[src/rtl/mpx_pkg.sv]
package mpx_pkg;
   localparam int unsigned BUS_W   = 8;
   localparam int unsigned NSTROBE = 4;
   // strobe vector slots
   localparam int unsigned S_ALE = 0;
   localparam int unsigned S_CS  = 1;
   localparam int unsigned S_RD  = 2;
   localparam int unsigned S_WR  = 3;
   typedef logic [BUS_W-1:0] byte_t;
endpackage

[src/rtl/mpx_sync.sv]
module mpx_sync #(
   parameter int unsigned WIDTH  = 4,
   parameter int unsigned STAGES = 2,
   parameter logic [WIDTH-1:0] RST_VAL = '0
) (
   input  logic             clk,
   input  logic             rst_n,
   input  logic [WIDTH-1:0] d_i,
   output logic [WIDTH-1:0] q_o
);
   if (STAGES < 2) begin : g_bad_stages
      $error("mpx_sync: STAGES must be at least 2");
   end

   logic [WIDTH-1:0] chain_q [STAGES];

   for (genvar s = 0; s < STAGES; s++) begin : g_stage
      always_ff @(posedge clk or negedge rst_n) begin
         if (!rst_n) chain_q[s] <= RST_VAL;
         else if (s == 0) chain_q[s] <= d_i;
         else chain_q[s] <= chain_q[(s == 0) ? 0 : s-1];
      end
   end

   assign q_o = chain_q[STAGES-1];
endmodule

[src/rtl/mpx_bus_ctrl.sv]
module mpx_bus_ctrl
   import mpx_pkg::*;
#(
   parameter int unsigned SYNC_STAGES = 2
) (
   input  logic  clk,
   input  logic  rst_n,
   input  logic  ale_i,
   input  logic  cs_n_i,
   input  logic  rd_n_i,
   input  logic  wr_n_i,
   input  byte_t ad_i,
   output byte_t addr_o,
   output logic  we_o,
   output byte_t wdata_o,
   output logic  rd_en_o
);
   localparam logic [NSTROBE-1:0] IDLE_LVL = 4'b1110; // ALE low, others high

   logic [NSTROBE-1:0] raw, syn, syn_d;
   byte_t addr_q;
   logic ale_fall, wr_rise;

   assign raw[S_ALE] = ale_i;
   assign raw[S_CS]  = cs_n_i;
   assign raw[S_RD]  = rd_n_i;
   assign raw[S_WR]  = wr_n_i;

   mpx_sync #(.WIDTH(NSTROBE), .STAGES(SYNC_STAGES), .RST_VAL(IDLE_LVL)) u_sync (
      .clk(clk), .rst_n(rst_n), .d_i(raw), .q_o(syn)
   );

   always_ff @(posedge clk or negedge rst_n) begin
      if (!rst_n) syn_d <= IDLE_LVL;
      else syn_d <= syn;
   end

   assign ale_fall = syn_d[S_ALE] & ~syn[S_ALE];
   assign wr_rise  = ~syn_d[S_WR] & syn[S_WR];

   always_ff @(posedge clk or negedge rst_n) begin
      if (!rst_n) addr_q <= '0;
      else if (ale_fall) addr_q <= ad_i;
   end

   assign addr_o  = addr_q;
   assign we_o    = wr_rise & ~syn[S_CS];
   assign wdata_o = ad_i;
   assign rd_en_o = ~syn[S_CS] & ~syn[S_RD];

   AST_ADDR_HOLD: assert property (@(posedge clk) disable iff (!rst_n)
      !ale_fall |=> $stable(addr_o)) else $error("address moved without strobe");
endmodule

[src/rtl/mpx_whole_port.sv]
module mpx_whole_port
   import mpx_pkg::*;
(
   input  logic  clk,
   input  logic  rst_n,
   input  logic  we_i,
   input  byte_t wdata_i,
   input  logic  dir_out_i,
   input  byte_t pin_in_i,
   output byte_t pin_out_o,
   output byte_t pin_oe_o,
   output byte_t rdata_o
);
   byte_t data_q;

   always_ff @(posedge clk or negedge rst_n) begin
      if (!rst_n) data_q <= '0;
      else if (we_i) data_q <= wdata_i;
   end

   assign pin_out_o = data_q;
   assign pin_oe_o  = {BUS_W{dir_out_i}};
   assign rdata_o   = dir_out_i ? data_q : pin_in_i;

   AST_DATA_HOLD: assert property (@(posedge clk) disable iff (!rst_n)
      !we_i |=> $stable(pin_out_o)) else $error("port data changed without write");
endmodule

[src/rtl/mbus_port_expander.sv]
module mbus_port_expander
   import mpx_pkg::*;
#(
   parameter int unsigned NPORTS      = 2,
   parameter int unsigned PORT_BASE   = 3,
   parameter int unsigned SYNC_STAGES = 2
) (
   input  logic                  clk,
   input  logic                  rst_n,
   input  logic                  ale_i,
   input  logic                  cs_n_i,
   input  logic                  rd_n_i,
   input  logic                  wr_n_i,
   input  logic [7:0]            ad_i,
   output logic [7:0]            ad_o,
   output logic                  ad_oe_o,
   output logic [8*NPORTS-1:0]   port_out_o,
   output logic [8*NPORTS-1:0]   port_oe_o,
   input  logic [8*NPORTS-1:0]   port_in_i,
   output logic [2:0]            ctrl_o,
   output logic                  ext_wr_o,
   output logic [7:0]            ext_addr_o,
   output logic [7:0]            ext_wdata_o,
   input  logic [7:0]            ext_rdata_i
);
   localparam int unsigned CTRL_IDX = PORT_BASE + NPORTS;
   localparam byte_t CTRL_ADDR = byte_t'(CTRL_IDX);
   localparam byte_t BASE_ADDR = byte_t'(PORT_BASE);

   if (NPORTS < 1 || NPORTS > 5) begin : g_bad_nports
      $error("mbus_port_expander: NPORTS must be 1..5 (direction bits share the control byte)");
   end
   if (CTRL_IDX > 255) begin : g_bad_base
      $error("mbus_port_expander: register map exceeds 8-bit address space");
   end

   byte_t addr, wdata;
   logic  we, rd_en;
   byte_t ctrl_q;
   logic  ctrl_we, ext_sel;
   logic [NPORTS-1:0] port_we;
   byte_t port_rd [NPORTS];
   byte_t rd_mux;

   mpx_bus_ctrl #(.SYNC_STAGES(SYNC_STAGES)) u_bus (
      .clk(clk), .rst_n(rst_n),
      .ale_i(ale_i), .cs_n_i(cs_n_i), .rd_n_i(rd_n_i), .wr_n_i(wr_n_i),
      .ad_i(ad_i), .addr_o(addr), .we_o(we), .wdata_o(wdata), .rd_en_o(rd_en)
   );

   assign ext_sel = (addr < BASE_ADDR);
   assign ctrl_we = we & (addr == CTRL_ADDR);

   always_ff @(posedge clk or negedge rst_n) begin
      if (!rst_n) ctrl_q <= '0;
      else if (ctrl_we) ctrl_q <= wdata;
   end

   for (genvar k = 0; k < NPORTS; k++) begin : g_port
      assign port_we[k] = we & (addr == byte_t'(PORT_BASE + k));
      mpx_whole_port u_port (
         .clk(clk), .rst_n(rst_n),
         .we_i(port_we[k]), .wdata_i(wdata), .dir_out_i(ctrl_q[k]),
         .pin_in_i(port_in_i[8*k +: 8]),
         .pin_out_o(port_out_o[8*k +: 8]), .pin_oe_o(port_oe_o[8*k +: 8]),
         .rdata_o(port_rd[k])
      );
   end

   always_comb begin
      rd_mux = '0;
      if (ext_sel) rd_mux = ext_rdata_i;
      else if (addr == CTRL_ADDR) rd_mux = ctrl_q;
      for (int k = 0; k < NPORTS; k++) begin
         if (addr == byte_t'(PORT_BASE + k)) rd_mux = port_rd[k];
      end
   end

   assign ad_o        = rd_mux;
   assign ad_oe_o     = rd_en;
   assign ctrl_o      = ctrl_q[7:5];
   assign ext_wr_o    = we & ext_sel;
   assign ext_addr_o  = addr;
   assign ext_wdata_o = wdata;

   AST_WE_ONEHOT: assert property (@(posedge clk) disable iff (!rst_n)
      $onehot0({ext_wr_o, ctrl_we, port_we})) else $error("multiple write targets");
   AST_OE_STABLE: assert property (@(posedge clk) disable iff (!rst_n)
      !ctrl_we |=> $stable(port_oe_o)) else $error("direction moved without write");
   AST_EXT_PULSE: assert property (@(posedge clk) disable iff (!rst_n)
      ext_wr_o |=> !ext_wr_o) else $error("external write not a single pulse");
   if (SYNC_STAGES == 2) begin : g_rd_chk
      AST_RD_GATED: assert property (@(posedge clk) disable iff (!rst_n)
         ad_oe_o |-> (!$past(cs_n_i, 2) && !$past(rd_n_i, 2)))
         else $error("bus driven without select and read");
   end
endmodule

[config.mk]
export PLATFORM = sky130hd
export DESIGN_NAME = mbus_port_expander
export DESIGN_NICKNAME = d
export VERILOG_FILES = /design/src/rtl/mpx_pkg.sv /design/src/rtl/mpx_sync.sv /design/src/rtl/mpx_bus_ctrl.sv /design/src/rtl/mpx_whole_port.sv /design/src/rtl/mbus_port_expander.sv
export SDC_FILE = /design/constraint.sdc
export NUM_CORES = 1
export LEC_CHECK = 0
export ABC_AREA = 1
export CAP_MARGIN = 25
export CORE_ASPECT_RATIO = 0.75
export CORE_UTILIZATION = 40
export CTS_BUF_LIST = sky130_fd_sc_hd__clkbuf_4
export DETAILED_ROUTE_END_ITERATION = 12
export PLACE_DENSITY = 0.79
export SYNTH_ARGS = -nofsm -noshare
export SYNTH_HDL_FRONTEND = slang
export SYNTH_SLANG_ARGS = --single-unit
export TNS_END_PERCENT = 1
[constraint.sdc]
create_clock -name clk -period 1.5 [get_ports clk]
set_clock_uncertainty 0.1 [all_clocks]
set_input_delay 0.375 -clock clk [delete_from_list [all_inputs] [get_ports clk]]
set_output_delay 0.375 -clock clk [all_outputs]
set_load 0.01 [all_outputs]
==> summary.txt, run 1 <==
CLOCK NETWORK
-----------------------------------------------------------------------------------------------------
Clock sink total .......................................................................           42
TritonCTS clock tree ...................................................................        built
Clock transition time at the flip-flop clock pins of the worst setup and hold paths ....      0.13 ns
CTS max path bufs ......................................................................            2
Root cell of the clock tree ............................................................ sky130_fd_sc_hd__clkbuf_4
# H-tree levels ........................................................................            2
Clock latency on the worst-skew pair ...................................................      0.34 ns
TritonCTS Buffers ......................................................................            5

DRT
-----------------------------------------------------------------------------------------------------
Overall routed net length ..............................................................      6.78 mm
Met1 wire length .......................................................................      2.85 mm
Sum of met2 wire segment lengths after detailed routing ................................      3.35 mm
Vias per cell ..........................................................................         4.86
Count of TritonRoute iterations in the first routing pass ..............................            4
Starting DRC count in detailed routing .................................................          144
Count of unresolved DRC violations after routing .......................................            0
DRT antenna net count ..................................................................            0
Total met3 wirelength after detailed routing ...........................................       502 um
Average wire per standard cell .........................................................      14.0 um
Total via count in the routed design ...................................................        2,360
Top routing layer used .................................................................         met4

SYNTHESIS
-----------------------------------------------------------------------------------------------------
Flops & latches, synth .................................................................           42
Cells taking the most area after synthesis ............................................. sky130_fd_sc_hd__dfrtp_1 37%, sky130_fd_sc_hd__nand2_1 13%, sky130_fd_sc_hd__buf_4 9.0%, sky130_fd_sc_hd__dfstp_2 7.9%, sky130_fd_sc_hd__nand3_1 6.8%
Post-synthesis share of cell area spent on full adders, half adders and majority gates .           0%
Post-Synthesis Cells ...................................................................          278
Area fraction in compound gates after synthesis ........................................        9.42%
EDFF count, synth ......................................................................            0
Most used flip-flop cell after synthesis ............................................... sky130_fd_sc_hd__dfrtp_1
Netlist area before placement .......................................................... 0.00234 mm^2
Part of the Yosys area used for sequential elements ....................................        45.3%
Async S/R FF share, synth ..............................................................         100%
Portion of netlist area occupied by mux cells ..........................................           0%
Cell type contributing the most total cell area after synthesis ........................ sky130_fd_sc_hd__dfrtp_1
Unique cell type count in the Yosys netlist ............................................           21
Total nets after synthesis .............................................................          316
Combinational family with the most area after synthesis ................................ simple AND/OR/NAND/NOR gates
Most numerous cell in the Yosys netlist ................................................ sky130_fd_sc_hd__nand2_1
Cell types with the highest counts after synthesis ..................................... 82 x sky130_fd_sc_hd__nand2_1, 35 x sky130_fd_sc_hd__dfrtp_1, 32 x sky130_fd_sc_hd__nand3_1, 28 x sky130_fd_sc_hd__buf_4, 22 x sky130_fd_sc_hd__inv_1
Post-Synth Simple-Gate Area ............................................................        30.3%
Number of warnings issued by yosys .....................................................            0
Fraction of post-synthesis cell area in the top cell type by area ......................        37.5%
Mean instance size in the synthesized netlist ..........................................    8.41 um^2
XOR/XNOR share of the synthesized area .................................................           0%

FINISH
-----------------------------------------------------------------------------------------------------
Count of nets after finishing ..........................................................          448
Fill cell instance count of the final layout ...........................................          441
Final cell count without fillers .......................................................          486
Area taken by multi-input logic gates .................................................. 0.00100 mm^2
Cell area after layout ................................................................. 0.00377 mm^2
Total area of sequential cells ......................................................... 0.00106 mm^2
Layout cells sized above 1 .............................................................        45.0%
Count of inserted antenna diode cells ..................................................            0
Synthesis-to-layout area growth ........................................................        61.2%

GRT
-----------------------------------------------------------------------------------------------------
Via count of the first global-routing pass .............................................        2,194
Global-route total usage across every layer ............................................        22.0%
Largest net degree at the start of global routing ......................................           24
Antenna violations before repair .......................................................            0
Grt ovf ................................................................................            0
Wire length of the first global-routing pass ...........................................      10.5 mm

TIMING
-----------------------------------------------------------------------------------------------------
Worst slew margin relative to its limit ................................................        71.0%
Setup_tns ..............................................................................    -12.65 ns
Count of pins over their slew limit ....................................................            0
Setup repair after global routing missed its margin ....................................          yes
Final hold violations ..................................................................            0
Period utilisation layout ..............................................................         143%
Total of endpoints with negative setup slack in the final report .......................           55
Slew at the pin with the worst max-slew slack ..........................................     0.433 ns
Post-layout worst setup margin .........................................................    -0.638 ns
Timing-limited maximum frequency .......................................................      468 MHz
Final critical-path required period ....................................................      2.14 ns

PWR
-----------------------------------------------------------------------------------------------------
Clock network fraction of total power ..................................................        22.0%
Power per unit of standard cell area ...................................................  893 mW/mm^2
Switching fraction of total power ......................................................        31.4%
Total leakage power ....................................................................      1.90 nW
Cell internal power dissipation ........................................................      2.31 mW
VDD IR-drop max ........................................................................     0.757 mV
Switching Power ........................................................................      1.06 mW
Sequential fraction of design power ....................................................        39.8%
Logic gate share of total power ........................................................        38.2%

FLOORPLAN
-----------------------------------------------------------------------------------------------------
Chip Height ............................................................................      68.2 um
Cell Rows ..............................................................................           23
DIE WIDTH ..............................................................................      90.3 um
Core area .............................................................................. 0.00550 mm^2
Area enclosed by the die boundary ...................................................... 0.00616 mm^2
Number of I/O pins .....................................................................           99
Starting utilization of the core area ..................................................        42.5%

PLACE
-----------------------------------------------------------------------------------------------------
I/O Buffers ............................................................................           98
Worst setup slack after placement ......................................................    -0.768 ns
Detailed placer's ending HPWL ..........................................................      4.89 mm
Number of cells after detailed placement ...............................................          468
Area after detailed placement .......................................................... 0.00357 mm^2
Routability congestion estimate from global placement ..................................        0.854

OUTCOME
-----------------------------------------------------------------------------------------------------
Violations in the final reports ........................................................ setup timing
Outcome ................................................................................ complete, but fails checks

CRITICAL PATH
-----------------------------------------------------------------------------------------------------
Class of the most critical setup path .................................................. register to output port
CP Data Arrival Time ...................................................................      1.66 ns
Element type at the critical path start ................................................     register
Worst-path fanout max ..................................................................            5
Data required, critical path ...........................................................      1.02 ns
Kind of end point of the critical path .................................................  output port

FLOW RUN
-----------------------------------------------------------------------------------------------------
Number of max-cap violations ...........................................................            0

WORST HOLD PATH
-----------------------------------------------------------------------------------------------------
Hold/Removal Path Class ................................................................ register to register

## cell usage in the layout (no fill, tap or decap), drive strengths merged
master / n
clkinvlp: 1
nand3: 34
nand4: 8
dlygate4sd3: 1
dlymetal6s2s: 2
bufinv: 1
buf: 124
nor3: 2
clkbuf: 6
nor3b: 1
dfstp: 7
nand2: 89
clkdlybuf4s50: 34
inv: 24
dfrtp: 35
o21ai: 32
nor2: 10
## flip-flops by register name, summed over array words and instances, names as in the netlist
name                     flops
u_bus.u_sync.q_o             4
ctrl_q                       8
g_port.u_port.pin_out_o     16
u_bus.syn_d                  2
u_bus.u_sync.chain_q         4
u_bus.addr_o                 8
## power groups by stage
stage / combinational, mW / clock [mW] / sequential [mW]
after floorplan: 0.468 / 0 / 1.40
after CTS: 1.15 / 0.743 / 1.32
after global placement: 1.16 / 0 / 1.34
after global routing: 1.38 / 0.810 / 1.35
after detailed placement: 1.18 / 0 / 1.34
final: 1.28 / 0.742 / 1.34
## cell type report
class                           count  area share, %
Inverter                           24           2.46
Clock inverter                      2          0.996
Timing Repair Buffer              161           38.1
Multi-Input combinational cell    176           26.6
Tap cell                           75           2.49
Clock buffer                        6           1.20
Sequential cell                    42           28.2
## cells by family (layout without fill, tap and decap cells)
group,after synthesis,after routing
AO/OA/AOI/OAI,32,32
buffers and inverters,60,193
flip-flops,42,42
AND/OR/NAND/NOR,144,144
## final timing paths
check / start / end / slack [ns] / depth (start not counted)
max: u_bus.addr_o[5] / ad_o[1] / -0.64 / 7
min: u_bus.u_sync.chain_q[7] / u_bus.u_sync.q_o[3] / 0.27 / 0
max reg2reg: u_bus.addr_o[5] / ctrl_q[0] / -0.36 / 9
min reg2reg: u_bus.u_sync.chain_q[7] / u_bus.u_sync.q_o[3] / 0.27 / 0
max in group asynchronous: rst_n / u_bus.addr_o[1] / 0.62 / 3
min in group asynchronous: rst_n / g_port[0].u_port.pin_out_o[4] / 0.40 / 3
## per-layer routing
metal / vias up / global-route usage, %
met4: 0 / 5.04
met1: 1118 / 27.9
li1: 1139 / -
met3: 9 / 5.22
met2: 94 / 38.9
met5: - / 0
## stage by stage
step                      utilization [%]  hold WS, ns  power, mW
after floorplan                         -      -0.0206       1.87
after global placement               64.9        0.234       2.50
after detailed placement             64.9        0.240       2.53
after CTS                            64.6        0.265       3.22
after global routing                 68.6        0.270       3.55
final                                68.6        0.266       3.37
## critical path, stage by stage, from the launching register on
cell and delay (ns):
sky130_fd_sc_hd__dfrtp_1 0.42, sky130_fd_sc_hd__nor2_2 0.13, sky130_fd_sc_hd__nand2_2 0.16, sky130_fd_sc_hd__nor2_4 0.17, sky130_fd_sc_hd__buf_4 0.15, sky130_fd_sc_hd__nand2_1 0.05, sky130_fd_sc_hd__nand4_1 0.11, sky130_fd_sc_hd__buf_2 0.14
## what timing repair did
item / CTS / global route
gates cloned: 1 / 0
gates resized for setup: 274 / 41
setup buffers: 4 / 4
pin swaps: 9 / 6
endpoints found under the hold margin: 35 / 0
hold buffers: 1 / 0
setup endpoints to repair: 77 / 79
Note: power is estimated with default switching activity, not from simulation.
==> run 2, diff against run 1 <==
- CELL_PAD_IN_SITES_DETAIL_PLACEMENT: unset -> 0
- CELL_PAD_IN_SITES_GLOBAL_PLACEMENT: unset -> 1
- CORE_UTILIZATION: 40 -> 28
- PLACE_DENSITY: 0.79 -> unset
- PLACE_DENSITY_LB_ADDON: unset -> 0.1
==> run 2 against run 1 <==
Effect of this change:
- the run still ends with setup timing left
- routed wire length up 3.6%
- worst setup slack better by 0.027 ns
- sequential cell count unchanged
==> summary.txt, run 2 (synthesized netlist as in run 1, its figures left out) <==
FINISH
--------------------------------------------------------------------------------------------------
Cell area after layout .............................................................. 0.00389 mm^2   +3.4%
Final Core Density ..................................................................        48.8%   -20 points
Count of nets after finishing .......................................................          453   +1.1%
Layout cells sized above 1 ..........................................................        45.7%   +0.66 points
Max reg flops .......................................................................           16   unchanged
Area taken by multi-input logic gates ...............................................     992 um^2   -1.1%
Most common library cell in the layout ignoring fill and taps ....................... sky130_fd_sc_hd__nand2_1
Total area of sequential cells ...................................................... 0.00106 mm^2   unchanged
Synthesis-to-layout area growth .....................................................        66.6%
Fill cell instance count of the final layout ........................................          810   +84%
Leading cell types in the layout, fill and taps excluded ............................ 76 x sky130_fd_sc_hd__nand2_1, 61 x sky130_fd_sc_hd__buf_6, 35 x sky130_fd_sc_hd__clkdlybuf4s50_1, 34 x sky130_fd_sc_hd__dfrtp_1
Count of inserted antenna diode cells ...............................................            0   unchanged
Final cell count without fillers ....................................................          521   +7.2%

DRT
--------------------------------------------------------------------------------------------------
Starting DRC count in detailed routing ..............................................           46   -68%
DRT antenna net count ...............................................................            0   unchanged
Total via count in the routed design ................................................        2,235   -5.3%
Overall routed net length ...........................................................      7.02 mm   +3.6%
Count of TritonRoute iterations in the first routing pass ...........................            4   unchanged
Vias per cell .......................................................................         4.29   -12%
Count of unresolved DRC violations after routing ....................................            0   unchanged
Average wire per standard cell ......................................................      13.5 um   -3.4%

CLOCK NETWORK
--------------------------------------------------------------------------------------------------
# H-tree levels .....................................................................            2   unchanged
TritonCTS clock tree ................................................................        built
Root cell of the clock tree ......................................................... sky130_fd_sc_hd__clkbuf_4
TritonCTS Buffers ...................................................................            5   unchanged
CTS max path bufs ...................................................................            2   unchanged
Clock transition time at the flip-flop clock pins of the worst setup and hold paths .      0.13 ns   about the same
Clock sink total ....................................................................           42   unchanged
Clock latency on the worst-skew pair ................................................      0.35 ns   about the same

FLOORPLAN
--------------------------------------------------------------------------------------------------
Chip Height .........................................................................      81.1 um   +19%
Core area ........................................................................... 0.00799 mm^2   +45%
Cell Rows ...........................................................................           28   +22%
Area enclosed by the die boundary ................................................... 0.00873 mm^2   +42%
Starting utilization of the core area ...............................................        29.3%   -13 points
DIE WIDTH ...........................................................................       108 um   +19%
Number of I/O pins ..................................................................           99   unchanged

CRITICAL PATH
--------------------------------------------------------------------------------------------------
Setup slack of the most critical reg-to-reg path ....................................     -0.28 ns   +0.08 ns
Critical register-to-register path endpoint ......................................... g_port[0].u_port.pin_out_o[1]
Largest incremental delay on the critical path ......................................      0.42 ns   about the same
Worst reg-to-reg path cell count ....................................................           10   +1
Worst R2R Start ..................................................................... u_bus.addr_o[2]
Class of the most critical setup path ............................................... register to output port
Critical path, cell by cell ......................................................... nor2_1 > nand2_2 > buf_6 > nor2_4 > buf_6 > nand2_1 > nand4_1 > buf_2
Kind of end point of the critical path ..............................................  output port
Data required, critical path ........................................................      1.02 ns   about the same
Element type at the critical path start .............................................     register
Worst-path fanout max ...............................................................            4   -1
CP Data Arrival Time ................................................................      1.64 ns   -0.02 ns
Most numerous cell on the critical path ............................................. sky130_fd_sc_hd__buf_6
Worst-path cell with the longest stage delay ........................................ sky130_fd_sc_hd__dfrtp_1

GRT
--------------------------------------------------------------------------------------------------
Largest net degree at the start of global routing ...................................           22   -8.3%
Wire length of the first global-routing pass ........................................      11.0 mm   +4.7%
Grt ovf .............................................................................            0   unchanged
Antenna violations before repair ....................................................            0   unchanged
Via count of the first global-routing pass ..........................................        2,208   +0.64%
Global-route total usage across every layer .........................................        16.9%   -5.1 points

OUTCOME
--------------------------------------------------------------------------------------------------
Outcome ............................................................................. complete, but fails checks
Violations in the final reports ..................................................... setup timing

TIMING
--------------------------------------------------------------------------------------------------
Slew at the pin with the worst max-slew slack .......................................     0.409 ns   -0.0243 ns
Worst-case hold slack ...............................................................     0.267 ns   +0.00123 ns
Total of endpoints with negative setup slack in the final report ....................           54   -1.8%
Count of pins over their slew limit .................................................            0   unchanged
Period utilisation layout ...........................................................         141%   -1.8 points
Setup repair after global routing missed its margin .................................          yes
Final hold violations ...............................................................            0   unchanged
Final critical-path required period .................................................      2.11 ns   -0.0268 ns
Timing-limited maximum frequency ....................................................      474 MHz   +1.3%
Setup_tns ...........................................................................    -11.62 ns   +1.03 ns
Worst slew margin relative to its limit .............................................        72.7%   +1.6 points
Post-layout worst setup margin ......................................................    -0.612 ns   +0.0268 ns

PWR
--------------------------------------------------------------------------------------------------
Switching Power .....................................................................      1.05 mW   -0.72%
VDD IR-drop max .....................................................................     0.426 mV   -44%
Sequential fraction of design power .................................................        39.3%   -0.5 points
Power per unit of standard cell area ................................................  871 mW/mm^2   -2.5%
Total leakage power .................................................................      1.94 nW   +2.5%
Cell internal power dissipation .....................................................      2.34 mW   +1.5%
Logic gate share of total power .....................................................        38.5%   +0.3 points
Clock network fraction of total power ...............................................        22.2%   +0.2 points
Total power .........................................................................      3.39 mW   +0.81%
Switching fraction of total power ...................................................        31.0%   -0.48 points

PLACE
--------------------------------------------------------------------------------------------------
Detailed placer's ending HPWL .......................................................      5.39 mm   +10%
Area after detailed placement ....................................................... 0.00366 mm^2   +2.7%
I/O Buffers .........................................................................           98   unchanged
Number of cells after detailed placement ............................................          504   +7.7%
Worst setup slack after placement ...................................................    -0.769 ns   -0.00118 ns
Routability congestion estimate from global placement ...............................        0.783   -8.3%

WORST HOLD PATH
--------------------------------------------------------------------------------------------------
Hold_sp ............................................................................. u_bus.u_sync.chain_q[7]
Worst Hold End ...................................................................... u_bus.u_sync.q_o[3]
Hold/Removal Path Class ............................................................. register to register
Hold-critical path depth ............................................................            0   unchanged

FLOW RUN
--------------------------------------------------------------------------------------------------
Number of max-cap violations ........................................................            0   unchanged

## run 2: cell type report
cell class / instances / share of cell area (%)
Tap cell: 105 / 3.37
Clock buffer: 6 / 1.16
Clock inverter: 2 / 0.964
Timing Repair Buffer: 166 / 39.4
Multi-Input combinational cell: 176 / 25.5
Sequential cell: 42 / 27.2
Inverter: 24 / 2.38
## run 2: per-layer routing
layer,vias up,share of wire [%],track usage (%),wire length (um)
li1,1151,-,-,-
met1,1020,47,22.4,3340
met2,60,46,28.5,3240
met3,4,5.6,3.45,396
met4,0,0.66,4.11,46
met5,-,0,0,0
## run 2: power by group through the flow
| stage | clock network, mW | logic, mW | registers (mW) |
|---|---|---|---|
| global route | 0.824 | 1.43 | 1.35 |
| floorplan | 0 | 0.468 | 1.40 |
| detailed placement | 0 | 1.22 | 1.34 |
| global placement | 0 | 1.21 | 1.34 |
| finish | 0.754 | 1.31 | 1.33 |
| CTS | 0.776 | 1.26 | 1.32 |
## run 2: repair_timing
item | CTS | global route
hold buffers | 1 | 0
gates resized for setup | 296 | 30
setup buffers | 7 | 1
endpoints found under the hold margin | 5 | 0
pin swaps | 15 | 5
setup endpoints to repair | 85 | 78
cloned | 0 | 0
## run 2: worst max-delay path, delay by kind of cell (launching register included)
family,cells,cell delay (ns)
simple gates,5,0.46
flops,1,0.42
buf+inv,3,0.40
## run 2: worst max-delay path by stage
| stage | start | endpoint | slack, ns | cells after the start |
|---|---|---|---|---|
| floorplan | u_bus.u_sync.q_o[3] | ext_wr_o | -0.17 | 4 |
| global placement | port_in_i[15] | ad_o[7] | -0.77 | 6 |
| detailed placement | port_in_i[15] | ad_o[7] | -0.77 | 6 |
| CTS | u_bus.addr_o[5] | ad_o[7] | -0.62 | 8 |
| global route | u_bus.addr_o[5] | ad_o[5] | -0.76 | 8 |
| finish | u_bus.addr_o[5] | ad_o[3] | -0.61 | 8 |
